--- src/rtl/irq_router_pkg.sv ---
package irq_router_pkg;

  typedef enum logic [0:0] {
    PORT_IDLE = 1'b0,
    PORT_IACK = 1'b1
  } port_state_e;

  typedef struct packed {
    logic ready;
    logic err;
  } port_resp_t;

  function automatic port_resp_t resp_ok();
    port_resp_t r;
    r.ready = 1'b1;
    r.err   = 1'b0;
    return r;
  endfunction

  function automatic port_resp_t resp_err();
    port_resp_t r;
    r.ready = 1'b1;
    r.err   = 1'b1;
    return r;
  endfunction

endpackage

--- src/rtl/irq_cfg_reg.sv ---
module irq_cfg_reg #(
  parameter int NUM_LEVELS = 7,
  localparam int HALF  = NUM_LEVELS + 1,
  localparam int CFG_W = 2 * HALF
) (
  input  logic                  clk,
  input  logic                  rst,
  input  logic                  soft_rst,
  input  logic                  wr_en,
  input  logic [CFG_W-1:0]      wdata,
  output logic [NUM_LEVELS-1:0] en_o,
  output logic [NUM_LEVELS-1:0] dir_o,
  output logic [CFG_W-1:0]      cfg_o
);

  logic [NUM_LEVELS-1:0] en_q;
  logic [NUM_LEVELS-1:0] dir_q;

  // Enable byte: hard reset only.
  always_ff @(posedge clk) begin
    if (rst) begin
      en_q <= '0;
    end else if (wr_en) begin
      en_q <= wdata[HALF+1 +: NUM_LEVELS];
    end
  end

  // Direction byte: hard or soft reset.
  always_ff @(posedge clk) begin
    if (rst || soft_rst) begin
      dir_q <= '0;
    end else if (wr_en) begin
      dir_q <= wdata[1 +: NUM_LEVELS];
    end
  end

  assign en_o  = en_q;
  assign dir_o = dir_q;
  assign cfg_o = {en_q, 1'b0, dir_q, 1'b0};

endmodule

--- src/rtl/irq_sync.sv ---
module irq_sync #(
  parameter int STAGES = 2,
  parameter int W      = 1
) (
  input  logic         clk,
  input  logic         rst,
  input  logic [W-1:0] d,
  output logic [W-1:0] q
);

  logic [W-1:0] chain [STAGES];

  generate
    for (genvar s = 0; s < STAGES; s++) begin : g_stage
      if (s == 0) begin : g_first
        always_ff @(posedge clk) begin
          if (rst) chain[s] <= '0;
          else     chain[s] <= d;
        end
      end else begin : g_next
        always_ff @(posedge clk) begin
          if (rst) chain[s] <= '0;
          else     chain[s] <= chain[s-1];
        end
      end
    end
  endgenerate

  assign q = chain[STAGES-1];

endmodule

--- src/rtl/irq_route_fabric.sv ---
module irq_route_fabric #(
  parameter int NUM_LEVELS = 7
) (
  input  logic                  clk,
  input  logic                  rst,
  input  logic [NUM_LEVELS-1:0] en,
  input  logic [NUM_LEVELS-1:0] dir,
  input  logic [NUM_LEVELS-1:0] loc_in,
  input  logic                  rem_sync,
  output logic [NUM_LEVELS-1:0] loc_out,
  output logic                  rem_out
);

  logic [NUM_LEVELS-1:0] outward_hit;
  logic [NUM_LEVELS-1:0] inward_drv;

  generate
    for (genvar i = 0; i < NUM_LEVELS; i++) begin : g_lvl
      assign outward_hit[i] = en[i] & ~dir[i] & loc_in[i];
      assign inward_drv[i]  = en[i] &  dir[i] & rem_sync;
    end
  endgenerate

  always_ff @(posedge clk) begin
    if (rst) begin
      rem_out <= 1'b0;
      loc_out <= '0;
    end else begin
      rem_out <= |outward_hit;
      loc_out <= inward_drv;
    end
  end

endmodule

--- src/rtl/irq_ack_port.sv ---
module irq_ack_port
  import irq_router_pkg::*;
#(
  parameter int NUM_LEVELS = 7,
  parameter int ADDR_W     = 4,
  parameter int ID_W       = 16,
  localparam int LVL_W     = $clog2(NUM_LEVELS + 1),
  localparam int CFG_W     = 2 * (NUM_LEVELS + 1)
) (
  input  logic                  clk,
  input  logic                  rst,
  input  logic                  reg_rd,
  input  logic                  reg_wr,
  input  logic [ADDR_W-1:0]     reg_addr,
  input  logic [CFG_W-1:0]      cfg_rdata,
  input  logic [NUM_LEVELS-1:0] pending,
  input  logic                  iack_ack,
  input  logic [ID_W-1:0]       iack_id,
  output logic                  cfg_wr,
  output logic                  reg_ready,
  output logic                  reg_err,
  output logic [ID_W-1:0]       reg_rdata,
  output logic                  iack_req,
  output logic [LVL_W-1:0]      iack_level
);

  port_state_e state_q;
  port_resp_t  resp_q;
  logic        is_cfg;
  logic        is_ack;
  logic        pend_hit;
  logic        idle;

  assign idle   = (state_q == PORT_IDLE);
  assign is_cfg = (reg_addr == '0);

  always_comb begin
    is_ack   = 1'b0;
    pend_hit = 1'b0;
    for (int i = 0; i < NUM_LEVELS; i++) begin
      if (reg_addr == ADDR_W'(i + 1)) begin
        is_ack   = 1'b1;
        pend_hit = pending[i];
      end
    end
  end

  assign cfg_wr = idle & reg_wr & ~reg_rd & is_cfg;

  always_ff @(posedge clk) begin
    if (rst) begin
      state_q    <= PORT_IDLE;
      resp_q     <= '0;
      reg_rdata  <= '0;
      iack_req   <= 1'b0;
      iack_level <= '0;
    end else begin
      resp_q <= '0;
      unique case (state_q)
        PORT_IDLE: begin
          if (reg_rd) begin
            if (is_cfg) begin
              resp_q    <= resp_ok();
              reg_rdata <= ID_W'(cfg_rdata);
            end else if (is_ack && pend_hit) begin
              state_q    <= PORT_IACK;
              iack_req   <= 1'b1;
              iack_level <= LVL_W'(reg_addr);
            end else begin
              resp_q    <= resp_err();
              reg_rdata <= '0;
            end
          end else if (reg_wr) begin
            resp_q <= is_cfg ? resp_ok() : resp_err();
          end
        end
        PORT_IACK: begin
          if (iack_ack) begin
            state_q   <= PORT_IDLE;
            iack_req  <= 1'b0;
            resp_q    <= resp_ok();
            reg_rdata <= iack_id;
          end
        end
        default: state_q <= PORT_IDLE;
      endcase
    end
  end

  assign reg_ready = resp_q.ready;
  assign reg_err   = resp_q.err;

endmodule

--- src/rtl/irq_level_router.sv ---
module irq_level_router #(
  parameter int NUM_LEVELS  = 7,
  parameter int ADDR_W      = 4,
  parameter int ID_W        = 16,
  parameter int SYNC_STAGES = 2,
  localparam int LVL_W      = $clog2(NUM_LEVELS + 1),
  localparam int CFG_W      = 2 * (NUM_LEVELS + 1)
) (
  input  logic                  clk,
  input  logic                  rst,
  input  logic                  soft_rst,
  input  logic                  reg_wr,
  input  logic                  reg_rd,
  input  logic [ADDR_W-1:0]     reg_addr,
  input  logic [ID_W-1:0]       reg_wdata,
  output logic [ID_W-1:0]       reg_rdata,
  output logic                  reg_ready,
  output logic                  reg_err,
  input  logic [NUM_LEVELS-1:0] loc_irq_in,
  output logic [NUM_LEVELS-1:0] loc_irq_out,
  input  logic                  rem_irq_in,
  output logic                  rem_irq_out,
  output logic                  iack_req,
  output logic [LVL_W-1:0]      iack_level,
  input  logic                  iack_ack,
  input  logic [ID_W-1:0]       iack_id
);

  logic [NUM_LEVELS-1:0] cfg_en;
  logic [NUM_LEVELS-1:0] cfg_dir;
  logic [CFG_W-1:0]      cfg_word;
  logic                  cfg_wr;
  logic                  rem_sync;

  irq_cfg_reg #(.NUM_LEVELS(NUM_LEVELS)) u_cfg (
    .clk      (clk),
    .rst      (rst),
    .soft_rst (soft_rst),
    .wr_en    (cfg_wr),
    .wdata    (CFG_W'(reg_wdata)),
    .en_o     (cfg_en),
    .dir_o    (cfg_dir),
    .cfg_o    (cfg_word)
  );

  irq_sync #(.STAGES(SYNC_STAGES), .W(1)) u_rem_sync (
    .clk (clk),
    .rst (rst),
    .d   (rem_irq_in),
    .q   (rem_sync)
  );

  irq_route_fabric #(.NUM_LEVELS(NUM_LEVELS)) u_fabric (
    .clk      (clk),
    .rst      (rst),
    .en       (cfg_en),
    .dir      (cfg_dir),
    .loc_in   (loc_irq_in),
    .rem_sync (rem_sync),
    .loc_out  (loc_irq_out),
    .rem_out  (rem_irq_out)
  );

  irq_ack_port #(
    .NUM_LEVELS (NUM_LEVELS),
    .ADDR_W     (ADDR_W),
    .ID_W       (ID_W)
  ) u_port (
    .clk        (clk),
    .rst        (rst),
    .reg_rd     (reg_rd),
    .reg_wr     (reg_wr),
    .reg_addr   (reg_addr),
    .cfg_rdata  (cfg_word),
    .pending    (loc_irq_in),
    .iack_ack   (iack_ack),
    .iack_id    (iack_id),
    .cfg_wr     (cfg_wr),
    .reg_ready  (reg_ready),
    .reg_err    (reg_err),
    .reg_rdata  (reg_rdata),
    .iack_req   (iack_req),
    .iack_level (iack_level)
  );

endmodule

--- config.mk ---
export PLATFORM = sky130hd
export DESIGN_NAME = irq_level_router
export DESIGN_NICKNAME = d
export VERILOG_FILES = /design/src/rtl/irq_router_pkg.sv /design/src/rtl/irq_cfg_reg.sv /design/src/rtl/irq_sync.sv /design/src/rtl/irq_route_fabric.sv /design/src/rtl/irq_ack_port.sv /design/src/rtl/irq_level_router.sv
export SDC_FILE = /design/constraint.sdc
export NUM_CORES = 1
export LEC_CHECK = 0
export BUFFER_PORTS_ARGS = -buffer_cell sky130_fd_sc_hd__clkbuf_2
export CORE_UTILIZATION = 48
export DETAILED_ROUTE_END_ITERATION = 8
export GPL_ROUTABILITY_DRIVEN = 0
export GPL_TIMING_DRIVEN = 0
export PLACE_DENSITY = 0.79
export SYNTH_ARGS = -nofsm -noshare
export SYNTH_HDL_FRONTEND = slang
export SYNTH_SLANG_ARGS = --single-unit
export TNS_END_PERCENT = 10
--- constraint.sdc ---
create_clock -name clk -period 1.8 [get_ports clk]
set_input_delay 0.09 -clock clk [delete_from_list [all_inputs] [get_ports clk]]
set_output_delay 0.09 -clock clk [all_outputs]
set_load 0.01 [all_outputs]
Word level (Yosys, flattened, before mapping)
Memory sizes are Yosys's and may differ from the RTL's.
Cells that the tools add are included.
{"block": "totals", "inputBits": 50, "regBits": 45, "output_inout_bits": 30, "mem_bits_rw": 2, "mem_count": 1, "word_cells": 114}
{"memory": "u_rem_sync.chain", "words": 2, "word_bits": 1, "read_ports": 2, "rd_clocked_by_memory_dff": 0, "write_ports": 2, "line": "irq_sync.sv:11", "rtl": "logic [W-1:0] chain [STAGES];"}
{"block": "classes", "reduce_logical": 7, "n_bitwise": 43, "n_eq_ne": 12, "n_mux": 41}
{"operator": "16-bit 2-to-1 mux", "count": 4}
{"operator": "16-bit one-hot mux with 2 select lines", "count": 1}
{"operator": "1-bit AND", "count": 31}
{"operator": "1-bit 2-to-1 mux", "count": 28}
{"operator": "4-bit by 3-bit == test with 1-bit output (second input constant)", "count": 4}
{"operator": "2-bit 2-to-1 mux", "count": 5}
{"operator": "1-bit inverter", "count": 10}
{"operator": "4-bit by 2-bit == test with 1-bit output (second input constant)", "count": 2}
{"operator": "2-bit inequality test (second input constant)", "count": 4}
{"operator": "4-bit AND reduction", "count": 2}
{"operator": "7-bit OR reduction", "count": 1}
{"operator": "4-bit by 1-bit == test with 1-bit output (second input constant)", "count": 1}
{"operator": "4-bit zero test", "count": 1}
{"operator": "1-bit one-hot mux with 2 select lines", "count": 2}
{"operator": "2-bit one-hot mux with 2 select lines", "count": 1}
{"operator": "3-bit by 2-bit inequality test with 1-bit output (second input constant)", "count": 1}
{"operator": "3-bit AND reduction", "count": 1}
{"operator": "1-bit OR", "count": 2}
{"operator": "1-bit logical AND", "count": 1}
{"operator": "1-bit logical OR", "count": 1}

Depth between registers and ports, before layout
{"block": "logic_depth", "word_depth": 13, "mapped_depth": 8, "mapped_depth_nobuf": 5}

Modules after synthesis
From an unflattened synthesis, not the netlist that was laid out.
{"block": "hier_totals", "cells_unflattened": 263, "area_unflattened_um2": 2377.3}
{"module": "irq_ack_port", "seq_area_each_um2": 460.4, "area_each_um2": 1393.8, "cells_each": 167, "n_inst": 1}
{"module": "irq_cfg_reg", "seq_area_each_um2": 280.3, "area_each_um2": 644.4, "cells_each": 64, "n_inst": 1}
{"module": "irq_route_fabric", "seq_area_each_um2": 160.2, "area_each_um2": 286.5, "cells_each": 28, "n_inst": 1}
{"module": "irq_sync", "seq_area_each_um2": 40.0, "area_each_um2": 52.6, "cells_each": 4, "n_inst": 1}

Least setup slack after synthesis
Ideal clock, no wire load.
{"block": "synth_path", "path_kind": "register -> register", "start": "reg u_port.state_q", "end": "reg u_port.reg_rdata[10]", "setup_slack_ps": 255, "setup_ps": 142, "period_less_slack_ps": 1545, "path_stages_with_launch": 9, "arrival_time_ps": 1403, "path_buffers": 3, "required_ps": 1658, "cell_sequence": "dfxtp_1 buf_2 nand2b_1 buf_6 clkbuf_1 a21oi_1 nor3_1 o21ai_0 o41ai_2"}
{"block": "synth_between", "elab_chain_len": 3, "elab_cells_between_ends": 6, "classes_between": "3 x eq/ne; 1 x mux; 1 x bitwise; 1 x reduce/logical"}
{"item": "from (decl)", "line": "irq_ack_port.sv:27", "rtl": "port_state_e state_q;"}
{"item": "from (signal assigned)", "line": "irq_ack_port.sv:52", "rtl": "state_q <= PORT_IDLE;"}
{"item": "from (signal assigned)", "line": "irq_ack_port.sv:66", "rtl": "state_q <= PORT_IACK;"}
{"item": "from (signal assigned)", "line": "irq_ack_port.sv:79", "rtl": "state_q <= PORT_IDLE;"}
{"item": "1-bit inverter", "line": "irq_ack_port.sv:59", "rtl": "unique case (state_q)"}
{"item": "3-bit by 2-bit inequality test with 1-bit output (no source line) or 2-bit inequality test (tied branches)"}
{"item": "3-bit AND reduction (no source line)"}
{"item": "to (signal assigned)", "line": "irq_ack_port.sv:64", "rtl": "reg_rdata <= ID_W'(cfg_rdata);"}
{"item": "to (signal assigned)", "line": "irq_ack_port.sv:82", "rtl": "reg_rdata <= iack_id;"}
{"item": "to (decl)", "line": "irq_ack_port.sv:22", "rtl": "output logic [ID_W-1:0] reg_rdata,"}
Several ways; a longest one is shown, not always the timed one.
A chain may end at the register's enable or synchronous reset.

Worst setup path after layout
{"block": "layout_path", "start": "reg u_port.state_q", "end": "reg u_port.reg_rdata[9]"}
Same word-level chain as after synthesis.

==> parameters.txt <==
Parameter                              Value

Status
  Outcome ... complete, no violations

Synth
  Part of the Yosys area used for sequential elements ... 0.454
  Area of the mapped netlist ... 2070 sq um
  Share of cell area taken by muxes after synthesis ... 0.0967
  Area fraction in compound gates after synthesis ... 0.224
  Distinct cell type count of the synthesized netlist ... 30
  Syn. warnings ... 0
  Most area-hungry cell type in the Yosys netlist ... sky130_fd_sc_hd__dfxtp_1
  Gate Count Post-Synth ... 224
  Flip-flop and latch count after synthesis ... 47
  Fraction of synthesized cell area taken by the top area cell type ... 0.454
  Simple-gate share of the synthesized area ... 0.180
  Area share of fa/ha/maj cells after synthesis ... 0
  Dominant cells by area after synthesis ... sky130_fd_sc_hd__dfxtp_1, sky130_fd_sc_hd__mux2i_1, sky130_fd_sc_hd__o41ai_2, sky130_fd_sc_hd__nor2_1, sky130_fd_sc_hd__a21oi_1
  Mapped Avg Cell Area ... 9.24 sq um
  Main combinational cell family by area after synthesis ... compound AO/OA/AOI/OAI gates
  Post-Synthesis Net Count ... 274
  Synth Area in XOR/XNOR ... 0

Worst setup path
  Critical Setup Path Class ... register to register
  Startpoint class of the critical path ... register
  CP required ... just under 2 ns
  Arrival time at the worst endpoint ... between 1.5 and 2 ns
  Endpoint type of the worst setup path ... register
  Maximum net fanout on the critical path ... 10

Placement
  HPWL reported at the end of detailed placement ... 4090 um
  Post-Place Worst Slack ... -0.0387 ns
  Number of placed instances with taps included ... between 300 and 400
  Number of buffer cells added on primary ports ... 76

GRT
  Number of antenna violations at the first check in global routing ... 0
  Wire length of the first global-routing pass ... roughly 8500 um
  Total congestion overflow ... 0
  Vias in the first global route ... about 1,800
  GRT met2 Usage ... 0.412
  Maximum number of pins on one net before global-route repair ... 16
  Gr usage total ... 0.251
  Met3 global-route usage ... 0.0608
  Routing layer with the top usage in global route ... met2
  GR Layer Usage met1 ... 0.325

Detailed routing
  Final routed wirelength across all metal layers ... between 5000 and 6000 um
  Routed WL per cell ... ~15 um
  TritonRoute pass-1 iters ... 4
  1st-iter DRT viols ... 120
  Number of remaining DRC errors ... 0
  Drt via density ... approximately 5.5
  Vias after detailed routing ... 1,947
  Count of antenna-violating nets left after detailed routing ... 0

Job
  Number of violations of the max-capacitance limit ... 0

Clock tree
  Clock-pin slew reported for the worst setup and hold paths after clock tree synthesis ... around 0.09 ns
  Number of clock buffers inserted by TritonCTS ... 5
  Post-CTS setup-driven buffer insertion count ... 0
  Library cell used as clock root buffer ... sky130_fd_sc_hd__clkbuf_8
  Maximum buffer depth of the clock tree ... 2
  Clock latency reported for the late side of the worst-skew pair ... 0.31 ns
  Number of levels the H-tree was split into ... 2
  Number of clock sinks ... 47
  TritonCTS clock tree ... built

Floorplanning
  Chip width ... 67.7 um
  Initial core utilization ... 0.510
  Floorplan row count ... 23
  Overall die height ... 67.7 um
  Standard cell core area ... 4060 sq um
  Die footprint ... 4580 sq um
  Total I/O pin count ... 80

STA
  Fin. Hold Viols ... 0
  Worst slew margin relative to its limit ... 0.564
  Final total negative setup slack ... 0 ns
  Worst setup slack after layout ... 0.124 ns
  Final worst clock skew ... ~0.012 ns
  Slew of the pin with the lowest slew margin ... 0.654 ns
  Number of failing setup endpoints in the final timing report ... 0
  Timing-limited maximum frequency ... 0.597 GHz
  RSZ-0062 raised after global routing ... no
  Final Cycle Share ... 0.931
  Final worst path period need ... 1.68 ns
  Number of max-slew violations in the final report ... 0

Cells and area
  Commonest cells after routing, fill and taps aside ... sky130_fd_sc_hd__clkbuf_2, sky130_fd_sc_hd__dfxtp_1, sky130_fd_sc_hd__nor2_1, sky130_fd_sc_hd__mux2i_1, sky130_fd_sc_hd__a21oi_1
  Fillers ... 351
  Final non-filler cell total ... 357
  Most frequent standard cell in the layout excluding fill and tap cells ... sky130_fd_sc_hd__clkbuf_2
  Fraction of final layout cells sized beyond drive strength 1 ... 0.355
  Net count reported at finish ... roughly 360
  Ant. Diodes ... 0
  Area Overhead vs Synth ... 27.3%

Min path
  Type of the tightest min-delay check ... input port to register

Power and ir drop
  P_sw ... 0.000570 W
  Clock group share of total power ... 0.355
  Worst voltage drop across the vdd grid ... roughly 0.38 mV
  Power after layout ... 0.00221 W
  Leakage power ... 1.31 nW
  Cell-internal power ... roughly 0.0016 W
  Combinational fraction of design power ... 0.146
  Power per cell area ... 839 nW/um^2
  Power share of the sequential group ... 0.499
  Switching part of the total power ... 0.258
flip-flops by register name, indices dropped and copies added (netlist names):
signal	cells
u_port.reg_rdata	16
u_cfg.dir_o	7
u_cfg.en_o	7
u_fabric.loc_out	7
u_port.iack_level	3
u_rem_sync.chain	2
u_fabric.rem_out	1
u_port.iack_req	1
u_port.reg_err	1
u_port.reg_ready	1
u_port.state_q	1
synthesized netlist by cell type:
cell / n
sky130_fd_sc_hd__dfxtp_1: 47
sky130_fd_sc_hd__nor2_1: 35
sky130_fd_sc_hd__a21oi_1: 21
sky130_fd_sc_hd__mux2i_1: 20
sky130_fd_sc_hd__nor3_1: 16
sky130_fd_sc_hd__o21ai_0: 15
sky130_fd_sc_hd__o41ai_2: 9
sky130_fd_sc_hd__nand2_1: 8
sky130_fd_sc_hd__and3_1: 7
sky130_fd_sc_hd__clkbuf_1: 7
sky130_fd_sc_hd__o41ai_1: 5
sky130_fd_sc_hd__buf_2: 3
sky130_fd_sc_hd__buf_6: 3
sky130_fd_sc_hd__inv_1: 3
sky130_fd_sc_hd__nand3_1: 3
sky130_fd_sc_hd__nor2b_1: 3
sky130_fd_sc_hd__o22ai_1: 3
sky130_fd_sc_hd__buf_1: 2
sky130_fd_sc_hd__nand2b_1: 2
sky130_fd_sc_hd__o211ai_1: 2
sky130_fd_sc_hd__a211o_2: 1
sky130_fd_sc_hd__a31oi_1: 1
sky130_fd_sc_hd__nand3b_1: 1
sky130_fd_sc_hd__nor4_1: 1
sky130_fd_sc_hd__nor4_4: 1
sky130_fd_sc_hd__o2111ai_1: 1
sky130_fd_sc_hd__o211a_1: 1
sky130_fd_sc_hd__o21a_2: 1
sky130_fd_sc_hd__o21a_4: 1
sky130_fd_sc_hd__or2_2: 1
layer usage:
metal	vias to the layer above	wire length, um
met4	0	68
li1	973	-
met2	74	2540
met5	-	0
met1	889	2370
met3	11	350
timing repair:
item	CTS	global route
gates resized for setup	3	3
hold buffers	0	0
endpoints found under the setup margin	3	8
power groups by stage:
stage,clock network (W),logic [W],registers (W)
2_1_floorplan,0,0.000168,0.00114
3_3_place_gp,0,0.000316,0.00113
3_5_place_dp,0,0.000319,0.00113
4_1_cts,0.000784,0.000323,0.00110
5_1_grt,0.000826,0.000354,0.00111
6_report,0.000784,0.000323,0.00110
worst max-delay path, cell delays in order, from the launching register on:
cell and delay [ns]:
sky130_fd_sc_hd__dfxtp_1 0.33, sky130_fd_sc_hd__buf_2 0.18, sky130_fd_sc_hd__nand2_2 0.17, sky130_fd_sc_hd__buf_2 0.24
sky130_fd_sc_hd__nor2_1 0.19, sky130_fd_sc_hd__nor3_1 0.06, sky130_fd_sc_hd__o21ai_0 0.24, sky130_fd_sc_hd__o41ai_2 0.12
path summary, 6_finish.rpt:
check	from	to	slack, ns	depth (start not counted)
hold reg to reg	u_rem_sync.chain[0]	u_rem_sync.chain[1]	0.45	1
hold / removal	rem_irq_in	u_rem_sync.chain[0]	0.007	2
setup reg to reg	u_port.state_q	u_port.reg_rdata[9]	0.12	7
setup / recovery	u_port.state_q	u_port.reg_rdata[9]	0.12	7
cell type report:
cell class / count / area, sq um / area share
Buffer: 14 / 80.1 / 0.0304
Clock buffer: 5 / 68.8 / 0.0261
Clock inverter: 3 / 43.8 / 0.0166
Inverter: 3 / 11.3 / 0.00427
Multi-Input combinational cell: 159 / 1050 / 0.398
Sequential cell: 47 / 941 / 0.357
Tap cell: 50 / 62.6 / 0.0237
Timing Repair Buffer: 76 / 380 / 0.144
through the flow:
stage / utilization / hold WS (ns) / instance area (sq um)
final: 0.650 / 0.00688 / 2640
after global routing: 0.650 / 0.0220 / 2640
after CTS: 0.649 / 0.00741 / 2630
after detailed placement: 0.619 / 0.323 / 2510
after global placement: 0.619 / 0.321 / 2510
after floorplan: - / 0.218 / 2070
cell families after synthesis:
| logic type | after synthesis |
|---|---|
| AOI/OAI and AO/OA | 61 |
| muxes | 20 |
| buffers and inverters | 18 |
| and+or+nand+nor | 78 |
| DFF | 47 |
(Power assumes the default switching activity.)
